## config.mk

```make
export PLATFORM = sky130hd
export DESIGN_NAME = flash_access_ctrl
export DESIGN_NICKNAME = d
export VERILOG_FILES = /design/src/rtl/flashctl_pkg.sv /design/src/rtl/flashctl_ctrl.sv /design/src/rtl/flashctl_datapath.sv /design/src/rtl/flash_access_ctrl.sv
export SDC_FILE = /design/constraint.sdc
export NUM_CORES = 1
export LEC_CHECK = 0
export CAP_MARGIN = 20
export CORE_ASPECT_RATIO = 0.7
export CORE_MARGIN = 2
export CORE_UTILIZATION = 45
export CTS_CLUSTER_SIZE = 10
export DETAILED_ROUTE_END_ITERATION = 6
export DONT_BUFFER_PORTS = 1
export PLACE_DENSITY = 0.63
export SYNTH_ARGS = -nofsm -noshare
export SYNTH_HDL_FRONTEND = slang
export SYNTH_SLANG_ARGS = --single-unit
```

## constraint.sdc

```tcl
create_clock -name clk -period 3.1 [get_ports clk]
set_input_delay 0.93 -clock clk [delete_from_list [all_inputs] [get_ports clk]]
set_output_delay 0.93 -clock clk [all_outputs]
set_load 0.1 [all_outputs]
```

## src/rtl/flashctl_pkg.sv

```systemverilog
package flashctl_pkg;

  localparam int EXP_W = 4;

  typedef enum logic [1:0] {
    OP_NONE  = 2'd0,
    OP_READ  = 2'd1,
    OP_WRITE = 2'd2,
    OP_ERASE = 2'd3
  } flashOp_e;

  typedef enum logic [2:0] {
    ST_IDLE,
    ST_CHECK,
    ST_READ,
    ST_WAIT,
    ST_COMMIT
  } ctrlState_e;

  // strobes from control to datapath
  typedef struct packed {
    logic latchCmd;
    logic clrFail;
    logic setFail;
    logic readActive;
    logic captureRead;
    logic commitWrite;
    logic commitErase;
  } ctrlStrobes_t;

endpackage

```

## src/rtl/flashctl_ctrl.sv

```systemverilog
module flashctl_ctrl
  import flashctl_pkg::*;
#(
  parameter int WRITE_TICKS = 4,
  parameter int ERASE_TICKS = 64
) (
  input  logic             clk,
  input  logic             rstN,
  input  logic             cmdValid,
  input  logic [1:0]       cmdOp,
  input  logic [EXP_W-1:0] prescaleExp,
  input  logic             lockIn,
  output logic             busy,
  output ctrlStrobes_t     strobes
);

  localparam int CNT_W  = (1 << EXP_W) - 1;
  localparam int TICK_W = $clog2(ERASE_TICKS + 1);
  localparam logic [EXP_W-1:0] EXP_OFF = '1;
  localparam logic [TICK_W-1:0] WR_LAST = TICK_W'(WRITE_TICKS - 1);
  localparam logic [TICK_W-1:0] ER_LAST = TICK_W'(ERASE_TICKS - 1);

  ctrlState_e state, nextState;
  flashOp_e   opQ;
  logic [CNT_W-1:0]  preCnt;
  logic [CNT_W-1:0]  preMask;
  logic [TICK_W-1:0] tickCnt;
  logic [TICK_W-1:0] lastTick;
  logic tick;
  logic refuse;

  assign preMask  = ~({CNT_W{1'b1}} << prescaleExp);
  assign tick     = (state == ST_WAIT) && ((preCnt & preMask) == preMask);
  assign lastTick = (opQ == OP_ERASE) ? ER_LAST : WR_LAST;
  assign refuse   = (prescaleExp == EXP_OFF) || ((opQ != OP_READ) && lockIn);
  assign busy     = (state != ST_IDLE);

  always_comb begin
    nextState = state;
    strobes   = '0;
    unique case (state)
      ST_IDLE: begin
        if (cmdValid && (flashOp_e'(cmdOp) != OP_NONE)) begin
          strobes.latchCmd = 1'b1;
          strobes.clrFail  = 1'b1;
          nextState        = ST_CHECK;
        end
      end
      ST_CHECK: begin
        if (refuse) begin
          strobes.setFail = 1'b1;
          nextState       = ST_IDLE;
        end else if (opQ == OP_READ) begin
          nextState = ST_READ;
        end else begin
          nextState = ST_WAIT;
        end
      end
      ST_READ: begin
        strobes.readActive  = 1'b1;
        strobes.captureRead = 1'b1;
        nextState           = ST_IDLE;
      end
      ST_WAIT: begin
        if (tick && (tickCnt == lastTick)) nextState = ST_COMMIT;
      end
      ST_COMMIT: begin
        strobes.commitWrite = (opQ == OP_WRITE);
        strobes.commitErase = (opQ == OP_ERASE);
        nextState           = ST_IDLE;
      end
      default: nextState = ST_IDLE;
    endcase
  end

  always_ff @(posedge clk or negedge rstN) begin
    if (!rstN) begin
      state <= ST_IDLE;
      opQ   <= OP_NONE;
    end else begin
      state <= nextState;
      if (strobes.latchCmd) opQ <= flashOp_e'(cmdOp);
    end
  end

  // prescaler and tick counter restart every time the wait phase is entered
  always_ff @(posedge clk or negedge rstN) begin
    if (!rstN) begin
      preCnt  <= '0;
      tickCnt <= '0;
    end else if (state != ST_WAIT) begin
      preCnt  <= '0;
      tickCnt <= '0;
    end else begin
      preCnt <= preCnt + 1'b1;
      if (tick) tickCnt <= tickCnt + 1'b1;
    end
  end

  assert_busy_on_accept_R3: assert property (@(posedge clk) disable iff (!rstN)
    (!busy && cmdValid && (cmdOp != 2'd0)) |=> busy);

  assert_reserved_refuses_R8: assert property (@(posedge clk) disable iff (!rstN)
    ($rose(busy) && (prescaleExp == EXP_OFF)) |=> !busy);

  assert_commit_ends_op_R6: assert property (@(posedge clk) disable iff (!rstN)
    (strobes.commitWrite || strobes.commitErase) |=> !busy);

  assert_read_two_cycles_R5: assert property (@(posedge clk) disable iff (!rstN)
    strobes.captureRead |-> $past(busy));

  assert_single_array_action_R7: assert property (@(posedge clk) disable iff (!rstN)
    $onehot0({strobes.commitWrite, strobes.commitErase, strobes.readActive, strobes.setFail}));

endmodule

```

## src/rtl/flashctl_datapath.sv

```systemverilog
module flashctl_datapath
  import flashctl_pkg::*;
#(
  parameter int ADDR_W = 16,
  parameter int DATA_W = 8
) (
  input  logic              clk,
  input  logic              rstN,
  input  logic              busy,
  input  ctrlStrobes_t      strobes,
  input  logic              regSel,
  input  logic              regWe,
  input  logic [DATA_W+1:0] regWrData,
  output logic [DATA_W+1:0] regRdData,
  input  logic [ADDR_W-1:0] cmdAddr,
  input  logic              oneShotGate,
  input  logic [DATA_W-1:0] arrRdData,
  output logic [ADDR_W-1:0] arrAddr,
  output logic [DATA_W-1:0] arrWrData,
  output logic              arrWe,
  output logic              arrErase,
  output logic              arrRdStb,
  output logic              arrOutEn,
  output logic              arrSenseEn,
  output logic [EXP_W-1:0]  prescaleExp
);

  localparam int REG_W = DATA_W + 2;

  logic [DATA_W-1:0] dataQ;
  logic              failQ;
  logic              shortStbQ;
  logic              enAlwaysQ;
  logic [EXP_W-1:0]  expQ;
  logic [ADDR_W-1:0] addrQ;
  logic              wrData, wrScale;
  logic              unusedWrBits;

  assign wrData  = regWe && !busy && !regSel;
  assign wrScale = regWe && !busy && regSel;
  assign unusedWrBits = ^{regWrData[1:0], regWrData[REG_W-1:8], regWrData[5:4]};

  always_ff @(posedge clk or negedge rstN) begin
    if (!rstN) begin
      dataQ <= '0;
      failQ <= 1'b0;
      addrQ <= '0;
    end else begin
      if (strobes.captureRead) dataQ <= arrRdData;
      else if (wrData)         dataQ <= regWrData[REG_W-1:2];
      if (strobes.setFail)      failQ <= 1'b1;
      else if (strobes.clrFail) failQ <= 1'b0;
      if (strobes.latchCmd) addrQ <= cmdAddr;
    end
  end

  always_ff @(posedge clk or negedge rstN) begin
    if (!rstN) begin
      shortStbQ <= 1'b0;
      enAlwaysQ <= 1'b0;
      expQ      <= '0;
    end else if (wrScale) begin
      shortStbQ <= regWrData[7];
      enAlwaysQ <= regWrData[6];
      expQ      <= regWrData[EXP_W-1:0];
    end
  end

  always_comb begin
    if (regSel) regRdData = {{(REG_W-8){1'b0}}, shortStbQ, enAlwaysQ, 2'b00, expQ};
    else        regRdData = {dataQ, failQ, busy};
  end

  assign prescaleExp = expQ;
  assign arrAddr     = addrQ;
  assign arrWrData   = dataQ;
  assign arrWe       = strobes.commitWrite;
  assign arrErase    = strobes.commitErase;
  assign arrRdStb    = strobes.readActive && (!shortStbQ || oneShotGate);
  assign arrOutEn    = enAlwaysQ || strobes.readActive;
  assign arrSenseEn  = enAlwaysQ || strobes.readActive;

  assert_reserved_bits_zero_R2: assert property (@(posedge clk) disable iff (!rstN)
    regSel |-> (regRdData[5:4] == 2'b00));

  assert_scale_frozen_busy_R4: assert property (@(posedge clk) disable iff (!rstN)
    (busy && regWe) |=> ($stable(expQ) && $stable(shortStbQ) && $stable(enAlwaysQ)));

  assert_enables_forced_R11: assert property (@(posedge clk) disable iff (!rstN)
    enAlwaysQ |-> (arrOutEn && arrSenseEn));

  assert_strobe_needs_enable_R10: assert property (@(posedge clk) disable iff (!rstN)
    arrRdStb |-> (arrOutEn && busy));

endmodule

```

## src/rtl/flash_access_ctrl.sv

```systemverilog
module flash_access_ctrl
  import flashctl_pkg::*;
#(
  parameter int ADDR_W      = 16,
  parameter int DATA_W      = 8,
  parameter int WRITE_TICKS = 4,
  parameter int ERASE_TICKS = 64
) (
  input  logic              clk,
  input  logic              rstN,
  input  logic              regSel,
  input  logic              regWe,
  input  logic [DATA_W+1:0] regWrData,
  output logic [DATA_W+1:0] regRdData,
  input  logic              cmdValid,
  input  logic [1:0]        cmdOp,
  input  logic [ADDR_W-1:0] cmdAddr,
  input  logic              oneShotGate,
  output logic [ADDR_W-1:0] arrAddr,
  output logic [DATA_W-1:0] arrWrData,
  output logic              arrWe,
  output logic              arrErase,
  output logic              arrRdStb,
  output logic              arrOutEn,
  output logic              arrSenseEn,
  input  logic [DATA_W-1:0] arrRdData,
  input  logic              arrLocked
);

  ctrlStrobes_t     strobes;
  logic             busy;
  logic [EXP_W-1:0] prescaleExp;

  flashctl_ctrl #(
    .WRITE_TICKS(WRITE_TICKS),
    .ERASE_TICKS(ERASE_TICKS)
  ) i_ctrl (
    .clk        (clk),
    .rstN       (rstN),
    .cmdValid   (cmdValid),
    .cmdOp      (cmdOp),
    .prescaleExp(prescaleExp),
    .lockIn     (arrLocked),
    .busy       (busy),
    .strobes    (strobes)
  );

  flashctl_datapath #(
    .ADDR_W(ADDR_W),
    .DATA_W(DATA_W)
  ) i_datapath (
    .clk        (clk),
    .rstN       (rstN),
    .busy       (busy),
    .strobes    (strobes),
    .regSel     (regSel),
    .regWe      (regWe),
    .regWrData  (regWrData),
    .regRdData  (regRdData),
    .cmdAddr    (cmdAddr),
    .oneShotGate(oneShotGate),
    .arrRdData  (arrRdData),
    .arrAddr    (arrAddr),
    .arrWrData  (arrWrData),
    .arrWe      (arrWe),
    .arrErase   (arrErase),
    .arrRdStb   (arrRdStb),
    .arrOutEn   (arrOutEn),
    .arrSenseEn (arrSenseEn),
    .prescaleExp(prescaleExp)
  );

endmodule

```

### After elaboration in Yosys (flattened, before gate mapping)

Cells that the tools add are included.
Widths: inputs -> output; s select.

* output and inout port bits: 39
* input bits: 43
* register bits after elaboration: 58
* logic and storage cells: 70

* multiplexer cells: 20
* equality and inequality tests: 14
* shift operators: 1
* bitwise gates (word level): 2
* add/subtract/negate cells: 2
* reductions and logical operators: 21

Operators with widths (count)
* $mux 8: 2
* $add 15x1->15 const B: 1
* $and 15x15->15: 1
* $eq 15x15->1: 1
* $mux 15: 1
* $not 15->15: 1
* $shl 15x4->15 const A: 1
* $mux 7: 2
* $mux 10: 1
* $mux 2: 5
* $pmux 3 s3: 1
* $logic_and 1x1->1: 8
* $reduce_bool 2->1: 4
* $add 7x1->7 const B: 1
* $eq 7x7->1: 1
* $eq 3x2->1 const B: 2
* $mux 3: 2
* $mux 6: 1
* $mux 1: 5
* $eq 2x2->1 const B: 2
* $eq 4x4->1 const B: 1
* $ne 2x1->1 const B: 2
* $eq 3x1->1 const B: 1
* $eq 3x3->1 const B: 1
* 8 further kinds: 12

### Depth between registers and ports, before layout

Gate-level depths: netlist of the first run.

* depth in word-level cells: 8
* gate-level depth with buffers: 8
* depth with buffers taken out: 7

### Cells and area by module

From an unflattened synthesis of the first run, not the netlist that was laid out.

* cells, all modules: 293
* area, all modules: 3055.4 um^2

Modules (own cells, without submodules)
* flashctl_ctrl: cells an instance 182, instances 1, area an instance 1662.8 um^2, seq. area each 675.6 um^2
* flashctl_datapath: cells an instance 111, instances 1, area an instance 1392.6 um^2, seq. area each 775.7 um^2

### Least setup slack after synthesis of the first run

Ideal clock, no wire load.

* path type: register to output
* start: reg i_ctrl.state[2]
* end: out arrErase
* setup slack: -1.609 ns
* path buffers: 1
* arrival: 3.779 ns
* data required time: 2.170 ns
* stages on the path, launching flop included: 3
* cell sequence: dfrtp_1 > clkbuf_1 > nor4b_1

* cells in the longest elaborated chain, start to end: 2

Ends and longest elaborated chain
* start, declared: line flashctl_ctrl.sv:23 `ctrlState_e state, nextState;`
* start signal, assigned: line flashctl_ctrl.sv:81 `state <= nextState;`
* $eq 3x3->1: line flashctl_ctrl.sv:41 `unique case (state)`
* $mux 2: line flashctl_ctrl.sv:41
* end, declared: line flash_access_ctrl.sv:22 `output logic arrErase,`

Every way passes these cells.

### Worst setup path after layout of the first run

* start: reg i_ctrl.state[2]
* end: out arrOutEn

* cells in the longest elaborated chain, start to end: 3

Ends and longest elaborated chain
* $eq 3x2->1: line flashctl_ctrl.sv:41
* $mux 2: line flashctl_ctrl.sv:41
* $logic_or 1x1->1: line flashctl_datapath.sv:80 `assign arrOutEn = enAlwaysQ || strobes.readActive;`
* end, declared: line flash_access_ctrl.sv:24 `output logic arrOutEn,`

Every way passes these cells.

==> results.toml, run 1 <==
[yosys]
syn_avg_cell_area_um2 = 10.5
yosysSeqAreaShare = 0.489
syn_nets = 327
synthCells = 282
synth_cell_types = 53
ys_ff_latch = 58
yosysWarnings = 0
synthFlopType = "dfrtp_1"
synth_area_um2 = 2970
async_reset_ff_frac = 1.00
synth-edff-count = 0

[floorplan]
initial_utilization = 0.471
rows = 24
io_pins = 82
fp.dieH_um = 71.9
die_area_um2 = 7270
die_x_um = 101
coreArea_um2 = 6310

[cells_and_area]
layout.nets = 345
area_growth_pct = 15.6
stdcell_count = 383
seq_area_um2 = 1450
drive_gt1_frac = 0.262
diodes = 0
fillers = 559
multi_input_area_um2 = 1450

[routing]
firstDrtPassIters = 4
viasPerCell = 5.56
wire_per_inst_um = 16.2
routed_wl_um = 6220
vias = 2129
drtAntennaViolNets = 0
first_iter_violations = 150
drc = 0

[sta]
period_minus_slack_ns = 2.72
maxSlewViolCount = 0
hold_violations = 0
fmax_mhz = 367
worst_slew_pin_slew_ns = 0.913
relSlewSlack = 0.391
rsz0062_at_grt = "false"
finalCritPeriodShare = 0.879
finalClockSkew_ns = 0.00637
setup_ws_ns = 0.376
setup_viol = 0
tns_ns = 0

[critical_path]
endpoint_kind = "output port"
cp_top_family = "simple AND/OR/NAND/NOR gates"
startpoint_type = "flop"
critical_path_cell_count = 4
slowest_stage = "dfrtp_1"
worstPathCellList = "nor2_1 > and2_1 > or2_2 > buf_12"
cp_slowest_stage_delay_ns = 0.58
crit_type = "flop to output port"
timing.rr.end = "i_ctrl.tickCnt[3]"
arrival_ns = 1.79
path_buf_inv = 1
required_ns = 2.17
r2r_cells = 6
path_max_fanout = 11
r2r_slack_ns = 0.69
r2r-start = "i_datapath.prescaleExp[2]"

[hold_path]
hold_class = "primary input to async pin"

[place]
hpwl_um = 4500
preCtsSetupSlack_ns = 0.642
gp_congestion = 0.786
io_buffers = 0
place_inst = 367

[clock_tree]
cts.repair.resized = 0
cts_buffers = 9
cts_sinks = 58
cts_tree = "done"
cts_buffer_depth = 2
htree_levels = 3
cts_hold_buf = 0
clk_pin_slew_ns = 0.07
post_cts_buffers = 0
clock_latency_ns = 0.34
root_buffer = "clkbuf_8"

[global_routing]
track_usage = 0.179
grt.overflow.total = 0
grt_pass1_wl_um = 9750
grt_antenna_before_repair = 0
grt_pass1_vias = 2039
grt_start_max_net_pins = 59

[status]
status = "complete, no violations"

[flow_run]
drv_cap = 0
[Yosys cell counts (all sizes together), types with 7 or more instances]
| cell | n | area (µm²) |
|---|---|---|
| xnor2 | 8 | 70.1 |
| inv | 10 | 37.5 |
| nand2 | 22 | 82.6 |
| nand3 | 12 | 60.1 |
| dfrtp | 58 | 1450 |
| mux2i | 8 | 80.1 |
| nor2 | 26 | 97.6 |
| o21ai | 14 | 73.8 |
| buf | 7 | 48.8 |
| nand4 | 7 | 43.8 |
| clkbuf | 8 | 30.0 |
| mux2 | 31 | 349 |
[flip-flops by register name, indices dropped and copies added, names as in the netlist]
signal                  count
i_ctrl.state                3
i_datapath.enAlwaysQ        1
i_datapath.arrAddr         16
i_ctrl.opQ                  2
i_datapath.failQ            1
i_ctrl.tickCnt              7
i_datapath.arrWrData        8
i_ctrl.preCnt              15
i_datapath.shortStbQ        1
i_datapath.prescaleExp      4
[worst max-delay path by stage]
stage	startpoint	endpoint
after floorplan	regSel	regRdData[4]
after global placement	regSel	regRdData[0]
after detailed placement	regSel	regRdData[0]
after CTS	i_ctrl.state[2]	arrRdStb
after global routing	i_ctrl.state[2]	arrRdStb
final	i_ctrl.state[2]	arrOutEn
[cell families (layout without fill, tap and decap cells)]
group / count (synthesis) / after routing / share of synthesized area
buffers and inverters: 25 / 48 / 0.0392
flip-flops: 58 / 58 / 0.489
AND/OR/NAND/NOR: 108 / 108 / 0.196
multiplexers: 39 / 39 / 0.145
adder cells (fa/ha/maj): 2 / 2 / 0.00843
XOR/XNOR: 14 / 14 / 0.0413
AO/OA/AOI/OAI: 36 / 36 / 0.0809
[layout make-up]
cell class                 count  share of cell area
sequential                    58               0.423
multi-input combinational    199               0.422
timing repair buffer          22              0.0518
clock buffer                  10              0.0372
tap                           78              0.0285
clock inverter                 6              0.0263
inverter                      10              0.0109
[layer usage]
metal  share of wire  track usage
met5               0            0
met3           0.069       0.0761
met4           0.011       0.0616
met2            0.44        0.258
met1            0.48        0.244
[metrics by stage]
stage / instance area [µm²] / hold WS, ns / util
global placement: 3210 / 0.514 / 0.509
floorplan: 3000 / 0.475 / -
global route: 3430 / 0.247 / 0.544
finish: 3430 / 0.278 / 0.544
detailed placement: 3210 / 0.513 / 0.509
CTS: 3430 / 0.261 / 0.544
[cells in the final DEF, fill, tap and decap left out, types with 6 or more instances in the layout]
master | netlist | final
and2_1 | 6 | 6
buf_4 | 1 | 21
clkbuf_8 | 0 | 9
dfrtp_1 | 58 | 58
inv_1 | 10 | 10
mux2_2 | 29 | 29
mux2i_1 | 8 | 8
nand2_1 | 22 | 22
nand3_1 | 12 | 12
nand4_1 | 7 | 7
nor2_1 | 26 | 26
o21ai_0 | 12 | 12
xnor2_1 | 8 | 8
xor2_1 | 6 | 6
[worst register-to-register path: cells and delay by family, from the launching register on]
kind / cells / cell delay (ns)
AOI/OAI and AO/OA: 1 / 0.42
muxes: 1 / 0.34
and+or+nand+nor: 4 / 1.00
DFF: 1 / 0.55
Power of run 1 is not shown: default switching activity piles up to over one toggle a cycle in this logic, so the estimate is an artifact.
==> run 2: changes to the inputs <==
Clock period 3.1 ns to 3.4 ns, I/O delays scaled along.
==> run 2 against run 1 <==
  * Worst setup slack better by 0.015 ns
  * Sequential share of layout area up 0.37 points
  * Cell count down 0.78%
  * Wire length down 0.53%
  * Core utilization down 0.48 points
  * Clock skew up 0.00088 ns
  * Via count down 0.61%
  * Register-to-register slack better by 0.31 ns
  * Critical path type unchanged
  * Flip-flop and latch count unchanged
  * Largest cell class unchanged
==> results.toml, run 2 (synthesized netlist as in run 1, its figures left out) <==
[sta]
maxSlewViolCount = 0
rsz0062_at_grt = "false"
setup_ws_ns = 0.391
setup_viol = 0
worst_slew_pin_slew_ns = 0.918
hold_violations = 0
finalCritPeriodShare = 0.885
finalClockSkew_ns = 0.00725
fmax_mhz = 332
relSlewSlack = 0.388
period_minus_slack_ns = 3.01

[place]
gp_congestion = 0.859
hpwl_um = 4400
io_buffers = 0
post_dp_cell_area_um2 = 3200
preCtsSetupSlack_ns = 0.744

[cells_and_area]
diodes = 0
postLayoutCoreUtil = 0.539
final_cell_mix = "58 x dfrtp_1, 29 x mux2_2, 26 x nor2_1, 22 x nand2_1, 19 x buf_4"
final_area_um2 = 3400
drive_gt1_frac = 0.258
area_growth_pct = 14.5
layout.nets = 344
largest_reg_flops = 16
final_common_cell = "dfrtp_1"

[global_routing]
use_met1 = 0.257
grt_start_max_net_pins = 59
grt.overflow.total = 0
grt_pass1_vias = 2067
grt_antenna_before_repair = 0
grt_pass1_wl_um = 10100
track_usage = 0.181
met2_usage = 0.263
grtUsageMet3 = 0.0578
grt.busiest_layer = "met2"

[critical_path]
path_max_fanout = 11
slowest_stage = "dfrtp_1"
crit_type = "flop to output port"
arrival_ns = 1.99
cp_top_family = "flip-flops"
required_ns = 2.38
endpoint_kind = "output port"
startpoint_type = "flop"
path_buf_inv = 1
cp_slowest_stage_delay_ns = 0.67
worstPathCellList = "and2_1 > a21boi_2 > buf_4"

[clock_tree]
cts_sinks = 58
clk_pin_slew_ns = 0.06
post_cts_buffers = 0
cts_buffers = 9
cts_buffer_depth = 2
cts_tree = "done"
htree_levels = 3
clock_latency_ns = 0.34
cts.repair.resized = 0
root_buffer = "clkbuf_8"
cts_hold_buf = 0

[floorplan]
initial_utilization = 0.471
rows = 24
io_pins = 82
die_x_um = 101
fp.dieH_um = 71.9
die_area_um2 = 7270
coreArea_um2 = 6310

[routing]
drtAntennaViolNets = 0
viasPerCell = 5.57
routed_wl_um = 6190
wire_per_inst_um = 16.3
drc = 0
firstDrtPassIters = 4
first_iter_violations = 133
vias = 2116

[status]
status = "complete, no violations"

[flow_run]
drv_cap = 0

[hold_path]
hold_class = "primary input to async pin"
==> run 2: cell types whose count changed in the layout (fill, tap and decap cells not counted), sizes merged <==
cell / previous run / this run
clkbuf: 10 / 11
inv: 11 / 10
buf: 22 / 21
clkinvlp: 1 / 0
bufinv: 2 / 1
==> run 2: worst paths after layout <==
| kind | to | slack, ns | depth (start not counted) | startpoint |
|---|---|---|---|---|
| max | arrRdStb | 0.39 | 3 | i_ctrl.state[1] |
| min | i_ctrl.tickCnt[1] | 0.38 | 0 | rstN |
| max reg2reg | i_ctrl.tickCnt[3] | 1.00 | 6 | i_datapath.prescaleExp[2] |
| min reg2reg | i_ctrl.tickCnt[6] | 0.56 | 3 | i_ctrl.tickCnt[6] |
| max in group asynchronous | i_ctrl.preCnt[10] | 2.90 | 0 | rstN |
| min in group clk | i_ctrl.tickCnt[6] | 0.56 | 3 | i_ctrl.tickCnt[6] |
==> run 2: layout make-up <==
class / instances / area [µm²]
Fill cell: 564 / 2910
Sequential cell: 58 / 1450
Multi-Input combinational cell: 199 / 1450
Timing Repair Buffer: 21 / 174
Clock buffer: 11 / 151
Tap cell: 78 / 97.6
Clock inverter: 3 / 40.0
Inverter: 10 / 37.5
==> run 2: worst register-to-register path: cells and delay by family (launching register included) <==
family,cells,cell delay [ns]
AOI/OAI and AO/OA,1,0.42
muxes,1,0.33
and+or+nand+nor,4,1.01
DFF,1,0.53
==> run 2: metrics by stage <==
step	std cells	hold WS (ns)	TNS (ns)
after floorplan	282	0.475	-0.822
after global placement	365	0.514	0
after detailed placement	365	0.543	0
after CTS	379	0.356	0
after global routing	380	0.359	0
final	380	0.378	0
==> run 2: metal layers <==
layer / wire [µm] / vias to the layer above
li1: - / 1024
met4: 39 / 0
met2: 2720 / 68
met3: 425 / 4
met5: 0 / -
met1: 3000 / 1020
Power of run 2 is left out for the same reason.
==> run 3: changes to the inputs <==
Settings changed: CAP_MARGIN 20 to 0.
==> run 3 against run 2 <==
  * Register-to-register slack about the same
  * Via count down 0.19%
  * Wire length about the same
  * Critical endpoint unchanged
  * Core utilization down 0.18 points
  * Flip-flop and latch count unchanged
  * Die area unchanged
  * Highest routed layer unchanged
==> results.toml, run 3 (synthesized netlist as in run 1, its figures left out) <==
[status]
status = "complete, no violations"

[sta]
setup_viol = 0
rsz0062_at_grt = "false"
period_minus_slack_ns = 3.01
setup_ws_ns = 0.393
finalCritPeriodShare = 0.885
finalClockSkew_ns = 0.00569
maxSlewViolCount = 0
worst_slew_pin_slew_ns = 1.09
hold_violations = 0
fmax_mhz = 333
relSlewSlack = 0.266
tns_ns = 0

[clock_tree]
cts_tree = "done"
htree_levels = 3
post_cts_buffers = 0
root_buffer = "clkbuf_8"
cts_buffer_depth = 2
cts_hold_buf = 0
clk_pin_slew_ns = 0.06
cts_sinks = 58
cts_buffers = 9
cts.repair.resized = 0
clock_latency_ns = 0.33

[critical_path]
endpoint_kind = "output port"
r2r_slack_ns = 0.99
r2r-start = "i_datapath.prescaleExp[2]"
slowest_stage = "dfrtp_1"
path_buf_inv = 1
startpoint_type = "flop"
path_max_fanout = 11
critical_path_cell_count = 3
crit_type = "flop to output port"
r2r_cells = 6
cp_slowest_stage_delay_ns = 0.67
required_ns = 2.38
cp_top_family = "flip-flops"
worstPathCellList = "and2_1 > a21boi_2 > buf_4"
timing.rr.end = "i_ctrl.tickCnt[3]"
arrival_ns = 1.99

[hold_path]
hold_class = "primary input to async pin"

[place]
post_dp_cell_area_um2 = 3200
place_inst = 365
io_buffers = 0
preCtsSetupSlack_ns = 0.744
gp_congestion = 0.859
hpwl_um = 4400

[cells_and_area]
diodes = 0
area_growth_pct = 14.2
layout.nets = 343
final_area_um2 = 3390
final_cell_mix = "58 x dfrtp_1, 29 x mux2_2, 26 x nor2_1, 22 x nand2_1, 19 x buf_4"
largest_reg_flops = 16
final_common_cell = "dfrtp_1"
stdcell_count = 379
drive_gt1_frac = 0.256

[floorplan]
die_area_um2 = 7270
initial_utilization = 0.471
io_pins = 82
die_x_um = 101
rows = 24
coreArea_um2 = 6310
fp.dieH_um = 71.9

[global_routing]
grt.overflow.total = 0
grt_pass1_vias = 2067
track_usage = 0.181
grt_pass1_wl_um = 10100
grt_start_max_net_pins = 59
grt_antenna_before_repair = 0

[routing]
wire_per_inst_um = 16.3
firstDrtPassIters = 4
routed_wl_um = 6190
vias = 2112
viasPerCell = 5.57
drc = 0
drtAntennaViolNets = 0
first_iter_violations = 118

[flow_run]
drv_cap = 0
run 3: changes by cell type in the layout (fill, tap and decap cells not counted):
cell / change
buf_6: -1
run 3: metrics by stage:
stage          utilization  hold WS (ns)
2_1_floorplan            -         0.475
3_3_place_gp         0.507         0.514
3_5_place_dp         0.507         0.543
4_1_cts              0.537         0.356
5_1_grt              0.537         0.359
6_report             0.537         0.383
run 3: worst register-to-register path: cells and delay by family, from the launching register on:
family / cells / cell delay [ns]
simple gates: 4 / 1.01
mux: 1 / 0.33
flops: 1 / 0.54
compound gates: 1 / 0.41
run 3: worst max path at each step:
stage | from | to | slack (ns)
3_5_place_dp | i_ctrl.state[1] | arrRdStb | 0.74
4_1_cts | i_ctrl.state[1] | arrRdStb | 0.37
5_1_grt | i_ctrl.state[1] | arrRdStb | 0.28
3_3_place_gp | i_ctrl.state[1] | arrRdStb | 0.75
2_1_floorplan | regSel | regRdData[4] | -0.21
6_report | i_ctrl.state[1] | arrRdStb | 0.39
run 3: cell type report:
cell class              instances  area, µm²
repair buffers                 20        163
fillers                       566       2920
inverters                      10       37.5
clock inverters                 3       40.0
clock buffers                  11        151
well taps                      78       97.6
multi-input cells             199       1450
flip-flops and latches         58       1450
run 3: layer usage:
metal,GRT usage,share of wire,vias to the layer above
met5,0,0,-
met4,0.0676,0.0079,0
met3,0.0578,0.066,4
met2,0.263,0.44,63
met1,0.257,0.48,1019
li1,-,-,1026
Power of run 3 is left out for the same reason.
